File: config.mk
export PLATFORM = sky130hd
export DESIGN_NAME = ssg_pin_ctrl
export DESIGN_NICKNAME = d
export VERILOG_FILES = /design/src/rtl/ssg_pkg.sv /design/src/rtl/ssg_cmd_decode.sv /design/src/rtl/ssg_regs.sv /design/src/rtl/ssg_pin_mux.sv /design/src/rtl/ssg_pin_ctrl.sv
export SDC_FILE = /design/constraint.sdc
export NUM_CORES = 1
export LEC_CHECK = 0
export ABC_AREA = 1
export BUFFER_PORTS_ARGS = -buffer_cell sky130_fd_sc_hd__buf_2
export CAP_MARGIN = 0
export CORE_MARGIN = 2
export CORE_UTILIZATION = 25
export CTS_CLUSTER_DIAMETER = 200
export CTS_CLUSTER_SIZE = 30
export DETAILED_ROUTE_END_ITERATION = 8
export GPL_TIMING_DRIVEN = 0
export PLACE_DENSITY = 0.58
export SLEW_MARGIN = 20
export SYNTH_ARGS = -nofsm -noshare
export SYNTH_HDL_FRONTEND = slang
export SYNTH_SLANG_ARGS = --single-unit
File: constraint.sdc
create_clock -name clk -period 1.2 [get_ports clk]
set_input_delay 0.12 -clock clk [delete_from_list [all_inputs] [get_ports clk]]
set_output_delay 0.12 -clock clk [all_outputs]
set_load 0.03 [all_outputs]
File: src/rtl/ssg_pkg.sv
package ssg_pkg;

    localparam logic [7:0] FID_LEVEL  = 8'hF4;
    localparam logic [7:0] FID_SNAP   = 8'hF5;
    localparam logic [7:0] FID_ROLE   = 8'hF6;
    localparam logic [7:0] FID_TYPE   = 8'hF7;
    localparam int         BYTE_W     = 8;

    typedef enum logic [1:0] {
        PT_BIDIR  = 2'b00,
        PT_INPUT  = 2'b01,
        PT_OUT_PU = 2'b10,
        PT_OUT_PD = 2'b11
    } pin_type_e;

    typedef enum logic [2:0] {
        OP_NONE  = 3'd0,
        OP_LEVEL = 3'd1,
        OP_SNAP  = 3'd2,
        OP_ROLE  = 3'd3,
        OP_TYPE  = 3'd4
    } pin_op_e;

    typedef struct packed {
        logic out;
        logic oe;
        logic pu;
        logic pd;
    } pin_drive_t;

    function automatic pin_op_e decode_func(input logic valid, input logic [7:0] fid);
        pin_op_e op;
        op = OP_NONE;
        if (valid) begin
            case (fid)
                FID_LEVEL: op = OP_LEVEL;
                FID_SNAP:  op = OP_SNAP;
                FID_ROLE:  op = OP_ROLE;
                FID_TYPE:  op = OP_TYPE;
                default:   op = OP_NONE;
            endcase
        end
        return op;
    endfunction

    function automatic pin_drive_t gpio_drive(input pin_type_e t, input logic lvl);
        pin_drive_t d;
        case (t)
            PT_BIDIR:  d = '{out: lvl,  oe: ~lvl, pu: 1'b1, pd: 1'b0};
            PT_INPUT:  d = '{out: 1'b0, oe: 1'b0, pu: 1'b0, pd: 1'b0};
            PT_OUT_PU: d = '{out: lvl,  oe: 1'b1, pu: 1'b1, pd: 1'b0};
            default:   d = '{out: lvl,  oe: 1'b1, pu: 1'b0, pd: 1'b1};
        endcase
        return d;
    endfunction

endpackage

File: src/rtl/ssg_cmd_decode.sv
module ssg_cmd_decode
    import ssg_pkg::*;
(
    input  logic       cmd_valid,
    input  logic [7:0] cmd_func,
    output pin_op_e    op
);

    always_comb begin
        op = decode_func(cmd_valid, cmd_func);
    end

endmodule

File: src/rtl/ssg_regs.sv
module ssg_regs
    import ssg_pkg::*;
#(
    parameter int NUM_PINS = 4,
    parameter int BUF_AW   = 8
) (
    input  logic                  clk,
    input  logic                  rst,
    input  pin_op_e               op,
    input  logic [BYTE_W-1:0]     cmd_data,
    input  logic [NUM_PINS-1:0]   pin_in,
    output logic [NUM_PINS-1:0]   role_gpio,
    output logic [2*NUM_PINS-1:0] type_cfg,
    output logic [NUM_PINS-1:0]   out_lvl,
    output logic                  cmd_done,
    output logic                  buf_wr_en,
    output logic [BUF_AW-1:0]     buf_wr_addr,
    output logic [BYTE_W-1:0]     buf_wr_data
);

    localparam int CFG_W = 2 * NUM_PINS;

    logic [NUM_PINS-1:0] role_q;
    logic [CFG_W-1:0]    cfg_q;
    logic [NUM_PINS-1:0] lvl_q;
    logic                done_q;
    logic                wr_q;
    logic [BYTE_W-1:0]   wdata_q;
    logic [BYTE_W-1:0]   snap;

    always_comb begin
        snap = '0;
        snap[NUM_PINS-1:0] = pin_in & role_q;
    end

    always_ff @(posedge clk) begin
        if (rst) begin
            role_q  <= '0;
            cfg_q   <= '0;
            lvl_q   <= '0;
            done_q  <= 1'b0;
            wr_q    <= 1'b0;
            wdata_q <= '0;
        end else begin
            done_q <= (op != OP_NONE);
            wr_q   <= (op == OP_SNAP);
            case (op)
                OP_LEVEL: lvl_q   <= cmd_data[NUM_PINS-1:0];
                OP_ROLE:  role_q  <= cmd_data[NUM_PINS-1:0];
                OP_TYPE:  cfg_q   <= cmd_data[CFG_W-1:0];
                OP_SNAP:  wdata_q <= snap;
                default:  ;
            endcase
        end
    end

    assign role_gpio   = role_q;
    assign type_cfg    = cfg_q;
    assign out_lvl     = lvl_q;
    assign cmd_done    = done_q;
    assign buf_wr_en   = wr_q;
    assign buf_wr_addr = '0;
    assign buf_wr_data = wdata_q;

    AST_RESET_STATE: assert property (@(posedge clk) disable iff (rst)
        $past(rst) |-> (role_q == '0 && cfg_q == '0 && lvl_q == '0));

    AST_ROLE_HOLD: assert property (@(posedge clk) disable iff (rst)
        (op != OP_ROLE) |=> $stable(role_q));

    AST_TYPE_HOLD: assert property (@(posedge clk) disable iff (rst)
        (op != OP_TYPE) |=> $stable(cfg_q));

    AST_LEVEL_HOLD: assert property (@(posedge clk) disable iff (rst)
        (op != OP_LEVEL) |=> $stable(lvl_q));

    AST_SNAP_UPPER: assert property (@(posedge clk) disable iff (rst)
        wr_q |-> (wdata_q[BYTE_W-1:NUM_PINS] == '0));

    AST_DONE_SINGLE: assert property (@(posedge clk) disable iff (rst)
        (op == OP_NONE) |=> !done_q);

    AST_NO_STRAY_WRITE: assert property (@(posedge clk) disable iff (rst)
        (op != OP_SNAP) |=> !wr_q);

endmodule

File: src/rtl/ssg_pin_mux.sv
module ssg_pin_mux
    import ssg_pkg::*;
#(
    parameter int NUM_PINS = 4
) (
    input  logic [NUM_PINS-1:0]   role_gpio,
    input  logic [2*NUM_PINS-1:0] type_cfg,
    input  logic [NUM_PINS-1:0]   out_lvl,
    input  logic [NUM_PINS-1:0]   spi_sel_n,
    output logic [NUM_PINS-1:0]   pin_out,
    output logic [NUM_PINS-1:0]   pin_oe,
    output logic [NUM_PINS-1:0]   pin_pu,
    output logic [NUM_PINS-1:0]   pin_pd
);

    for (genvar i = 0; i < NUM_PINS; i++) begin : g_pin
        pin_drive_t gp;
        pin_drive_t sel;
        pin_drive_t fin;

        always_comb begin
            gp  = gpio_drive(pin_type_e'(type_cfg[2*i +: 2]), out_lvl[i]);
            sel = '{out: spi_sel_n[i], oe: 1'b1, pu: 1'b0, pd: 1'b0};
            fin = role_gpio[i] ? gp : sel;
        end

        assign pin_out[i] = fin.out;
        assign pin_oe[i]  = fin.oe;
        assign pin_pu[i]  = fin.pu;
        assign pin_pd[i]  = fin.pd;
    end

endmodule

File: src/rtl/ssg_pin_ctrl.sv
module ssg_pin_ctrl
    import ssg_pkg::*;
#(
    parameter int NUM_PINS = 4,
    parameter int BUF_AW   = 8
) (
    input  logic                clk,
    input  logic                rst,
    input  logic                cmd_valid,
    input  logic [7:0]          cmd_func,
    input  logic [7:0]          cmd_data,
    output logic                cmd_done,
    input  logic [NUM_PINS-1:0] spi_sel_n,
    input  logic [NUM_PINS-1:0] pin_in,
    output logic [NUM_PINS-1:0] pin_out,
    output logic [NUM_PINS-1:0] pin_oe,
    output logic [NUM_PINS-1:0] pin_pu,
    output logic [NUM_PINS-1:0] pin_pd,
    output logic                buf_wr_en,
    output logic [BUF_AW-1:0]   buf_wr_addr,
    output logic [7:0]          buf_wr_data
);

    localparam int CFG_W = 2 * NUM_PINS;

    pin_op_e             op;
    logic [NUM_PINS-1:0] role_gpio;
    logic [CFG_W-1:0]    type_cfg;
    logic [NUM_PINS-1:0] out_lvl;

    ssg_cmd_decode u_dec (
        .cmd_valid (cmd_valid),
        .cmd_func  (cmd_func),
        .op        (op)
    );

    ssg_regs #(.NUM_PINS(NUM_PINS), .BUF_AW(BUF_AW)) u_regs (
        .clk         (clk),
        .rst         (rst),
        .op          (op),
        .cmd_data    (cmd_data),
        .pin_in      (pin_in),
        .role_gpio   (role_gpio),
        .type_cfg    (type_cfg),
        .out_lvl     (out_lvl),
        .cmd_done    (cmd_done),
        .buf_wr_en   (buf_wr_en),
        .buf_wr_addr (buf_wr_addr),
        .buf_wr_data (buf_wr_data)
    );

    ssg_pin_mux #(.NUM_PINS(NUM_PINS)) u_mux (
        .role_gpio (role_gpio),
        .type_cfg  (type_cfg),
        .out_lvl   (out_lvl),
        .spi_sel_n (spi_sel_n),
        .pin_out   (pin_out),
        .pin_oe    (pin_oe),
        .pin_pu    (pin_pu),
        .pin_pd    (pin_pd)
    );

    for (genvar i = 0; i < NUM_PINS; i++) begin : g_chk
        AST_SEL_PASS: assert property (@(posedge clk) disable iff (rst)
            !role_gpio[i] |-> (pin_out[i] == spi_sel_n[i] && pin_oe[i] && !pin_pu[i] && !pin_pd[i]));

        AST_INPUT_NO_OE: assert property (@(posedge clk) disable iff (rst)
            (role_gpio[i] && type_cfg[2*i +: 2] == 2'b01) |-> !pin_oe[i]);

        AST_PULL_EXCL: assert property (@(posedge clk) disable iff (rst)
            !(pin_pu[i] && pin_pd[i]));
    end

endmodule

After elaboration in Yosys (flattened, before gate mapping) --
Cells that the tools add are included.
Cells by class: bitwise gates (word level) 5, reductions and logical operators 5, add/subtract/negate cells 0, muxes and demuxes 10, shift-type cells 0, magnitude comparators 0, div/mod/pow operators 0, equality and inequality tests 16, multipliers 0
Operators by type and width (count):
- $pmux W4 S3 | 4
- $eq A8 B8 Y1 const B | 4
- $mux W4 | 4
- $pmux W3 S4 | 1
- $eq A2 B1 Y1 const B | 4
- $eq A2 B2 Y1 const B | 4
- $logic_not A2 Y1 | 4
- $eq A3 B2 Y1 const B | 2
- $and A4 B4 Y4 | 1
- $not A1 Y1 | 4
- $eq A3 B1 Y1 const B | 1
- $eq A3 B3 Y1 const B | 1
- $mux W3 | 1
- $reduce_bool A3 Y1 | 1
Word-level totals: bits in read-only memories 0, register bits after elaboration 22, latch bits 0, output and inout bits 34, bits of input ports 27, memories kept 0, word-level logic and storage cells 42, bits in writable memories 0

Logic depth before layout (Yosys ltp) --
depth after elaboration 4, mapped depth 6, gate-level depth less buffers 6

Hierarchy --
Synthesis repeated with hierarchy kept, for this count alone.
Unflattened totals: cells, all modules 224, area, all modules 1327.5 um^2
By module, submodules not included:
- ssg_regs | times used 1, sequential area each 440.4 um^2, area an instance 1043.5 um^2, cells an instance 150
- ssg_pin_mux | times used 1, sequential area each 0.0 um^2, area an instance 221.5 um^2, cells an instance 58
- ssg_cmd_decode | times used 1, sequential area each 0.0 um^2, area an instance 62.6 um^2, cells an instance 16

Worst setup path before layout --
OpenSTA, ideal clock, no wires.
path type register to output, start point register u_regs.cfg_q[6], in the netlist u_regs.type_cfg[6], end point output port pin_out[3], stages on the path, launching flop included 4, setup slack -0.041 ns, data required time 1.080 ns, data arrival time 1.121 ns, buffers on the path 0, cells stage by stage dfxtp_1 inv_1 o21ai_0 o21ai_0
Between the ends: word-level cells in the longest chain between the ends 3, elaborated cells on any way between the ends 5, those cells by class 2 x eq/ne; 2 x mux; 1 x reduce/logical
RTL lines:
- start: declaration | line ssg_regs.sv:24 | logic [CFG_W-1:0] cfg_q;
- start signal: assignment | line ssg_regs.sv:50 | OP_TYPE: cfg_q <= cmd_data[CFG_W-1:0];
- $eq A2 B2 Y1, or another cell as far along | line ssg_pkg.sv:48 | case (t)
- $pmux W4 S3 (*) | line ssg_pkg.sv:48
- $mux W4 (*) | line ssg_pin_mux.sv:24 | fin = role_gpio[i] ? gp : sel;
- end: declaration | line ssg_pin_ctrl.sv:15 | output logic [NUM_PINS-1:0] pin_out,
Mark *: on every way between the ends. The rest lies on a longest branch, timed or not.

Final worst setup path --
Ends and elaborated chain as after synthesis.

==> results.py <==
metrics = {
    "power": {
        "power.density_nw_per_um2": 827.9,
        "pwr-share-comb": 0.158,
        "p_clk_frac": 0.327,
        "swShare": 0.2684,
        "p_leak_nw": 0.9567,
        "switching_power_mw": 0.3811,
        "p_seq_frac": 0.515,
        "irDropWorstVdd_uv": 334.6,
        "total_power_mw": 1.420,
        "p_int_mw": 1.039,
    },
    "floorplan": {
        "pin_count": 61,
        "initial_core_util": 0.2614,
        "row_count": 25,
        "die_x_um": 74.75,
        "core_um2": 4786,
        "dieArea_um2": 5587,
        "die_h_um": 74.75,
    },
    "yosys": {
        "yosysWarnings": 0,
        "ys_types": 17,
        "synth_cells": 189,
        "netlist_area_um2": 1251,
        "syn_avg_cell_area_um2": 6.620,
        "ys_ff_latch": 22,
        "ys_seq_area_frac": 0.3520,
    },
    "global_route": {
        "grt_usage": 0.1127,
        "grt_antenna_before_repair": 0,
        "grt-ovfl-total": 0,
        "grt_pass1_vias": 1088,
        "grt_start_max_net_pins": 12,
        "grt_first_pass_wirelength_um": 4754,
    },
    "worst_setup_path": {
        "critical_path_class": "reg2out",
        "crit_path_end_kind": "output port",
        "worst-path-max-fanout": 3,
        "setup.worst_path.start_class": "flip-flop",
        "crit_required_ns": 1.08,
        "cp.arrival_ns": 1.03,
    },
    "sta": {
        "setup_tns_ns": 0,
        "holdWs_ns": 0.04922,
        "finalMaxSlewViolations": 0,
        "fin_skew_ns": 0.004815,
        "setup_viol": 0,
        "min_period_ns": 1.148,
        "achievable-frequency_mhz": 870.9,
        "rsz0062_at_grt": "true",
        "finalHoldViolations": 0,
        "post-route-period-util": 0.9569,
    },
    "placed_design": {
        "io_buffers": 48,
        "place_congestion": 0.6962,
        "dp_cells": 315,
        "hpwl_um": 2328,
    },
    "clocking": {
        "post_cts_buffers": 0,
        "cts_buffers": 3,
        "root_buffer": "clkbuf_8",
        "cts_tree": "yes",
        "cts.reportedPaths.clkPinSlew_ns": 0.08,
        "htree_levels": 1,
        "worstSkewPairLatency_ns": 0.26,
        "cts_sinks": 22,
        "clk_path_buf_depth": 2,
    },
    "detailed_routing": {
        "finalWirelength_um": 3011,
        "routedWlPerCell_um": 9.469,
        "first_pass_iters": 4,
        "via_count": 1217,
        "via_per_inst": 3.827,
        "drt-initial-drc-count": 31,
        "ant_nets": 0,
        "remaining_drc_errors": 0,
    },
    "final_layout": {
        "layout_common_cells": "nand2_1 (50), buf_2 (41), nor2_1 (38)",
        "n_antenna_cell": 0,
        "layout-drive-gt1-share": 0.3904,
        "final_common_cell": "nand2_1",
        "layout.nets": 280,
        "syn_to_final_growth_pct": 37.10,
        "finalNonFillerCells": 318,
    },
    "status": {
        "status": "finished clean",
    },
    "job": {
        "max_cap_viol_count": 0,
    },
    "hold_path": {
        "hold_class": "in2reg",
    },
}
==> repair_timing <==
| item | CTS | global route |
|---|---|---|
| hold buffers | 0 | 0 |
| resized for setup | 16 | 14 |
| pin swaps | 0 | 2 |
| setup endpoints to repair | 8 | 9 |
==> kinds of logic after synthesis <==
| family | after synthesis | synth area share |
|---|---|---|
| other cells | 1 | 0.002997 |
| buf+inv | 43 | 0.1740 |
| simple gates | 111 | 0.4150 |
| compound gates | 12 | 0.05600 |
| flops | 22 | 0.3520 |
==> cell type report <==
| cell class | count | area, um2 |
|---|---|---|
| buffer | 14 | 108.9 |
| clock buffer | 3 | 41.29 |
| fill | 530 | 3070 |
| inverter | 29 | 108.9 |
| multi-input combinational | 135 | 661.9 |
| sequential | 22 | 450.4 |
| tap | 67 | 83.83 |
| timing repair buffer | 48 | 260.3 |
==> synth_stat cells <==
cell type / number / share of area
buf_2: 1 / 0.0040
buf_4: 12 / 0.072
clkbuf_8: 1 / 0.011
conb_1: 1 / 0.0030
dfxtp_1: 22 / 0.35
inv_1: 29 / 0.087
nand2_1: 50 / 0.15
nand2_2: 1 / 0.0050
nand3_2: 1 / 0.0080
nand3_4: 1 / 0.014
nand4_2: 3 / 0.030
nor2_1: 38 / 0.11
nor2_4: 4 / 0.036
nor3_1: 12 / 0.048
nor4_2: 1 / 0.010
o211ai_1: 4 / 0.024
o21ai_0: 8 / 0.032
==> through the flow <==
| stage | area, um2 | utilization | setup WS, ns |
|---|---|---|---|
| after floorplan | 1313 | - | 0.1657 |
| after global placement | 1637 | 0.3420 | 0.04974 |
| after detailed placement | 1637 | 0.3420 | 0.02973 |
| after CTS | 1704 | 0.3561 | 0.003050 |
| after global routing | 1715 | 0.3584 | -0.01987 |
| final | 1715 | 0.3584 | 0.05177 |
==> routing by layer <==
metal  global-route usage  vias up  part of all wire
met5                    0        -                 0
met4              0.05159        0             0.016
met3              0.01740        5             0.056
met2               0.1908       45              0.45
met1               0.1410      492              0.47
li1                     -      675                 -
==> power by group through the flow <==
stage	combinational [mW]	sequential, mW	clock, mW
floorplan	0.147	0.750	0
global placement	0.219	0.749	0
detailed placement	0.220	0.749	0
CTS	0.225	0.732	0.478
global route	0.243	0.732	0.513
finish	0.224	0.732	0.464
==> registers in the layout, summed over array words and instances (netlist names) <==
register            count
u_regs.role_gpio        4
u_regs.type_cfg         8
u_regs.cmd_done         1
u_regs.buf_wr_en        1
u_regs.out_lvl          4
u_regs.buf_wr_data      4
==> worst max-delay path: stages (launching register included) <==
cell	delay, ns
dfxtp_2	0.35
inv_2	0.05
o21ai_1	0.14
o21ai_1	0.07
buf_4	0.16
==> final timing paths <==
| check | cells past startpoint | start | endpoint | slack (ns) |
|---|---|---|---|---|
| max | 4 | u_regs.type_cfg[6]$_SDFFE_PP0N_ | pin_out[3] | 0.05 |
| min | 2 | rst | u_regs.buf_wr_en$_SDFF_PP0_ | 0.05 |
| max reg2reg | 4 | u_regs.role_gpio[2]$_SDFFE_PP0N_ | u_regs.buf_wr_data[2]$_SDFFE_PP0N_ | 0.50 |
| min reg2reg | 4 | u_regs.buf_wr_data[0]$_SDFFE_PP0N_ | u_regs.buf_wr_data[0]$_SDFFE_PP0N_ | 0.51 |
(Power assumes the default switching activity.)
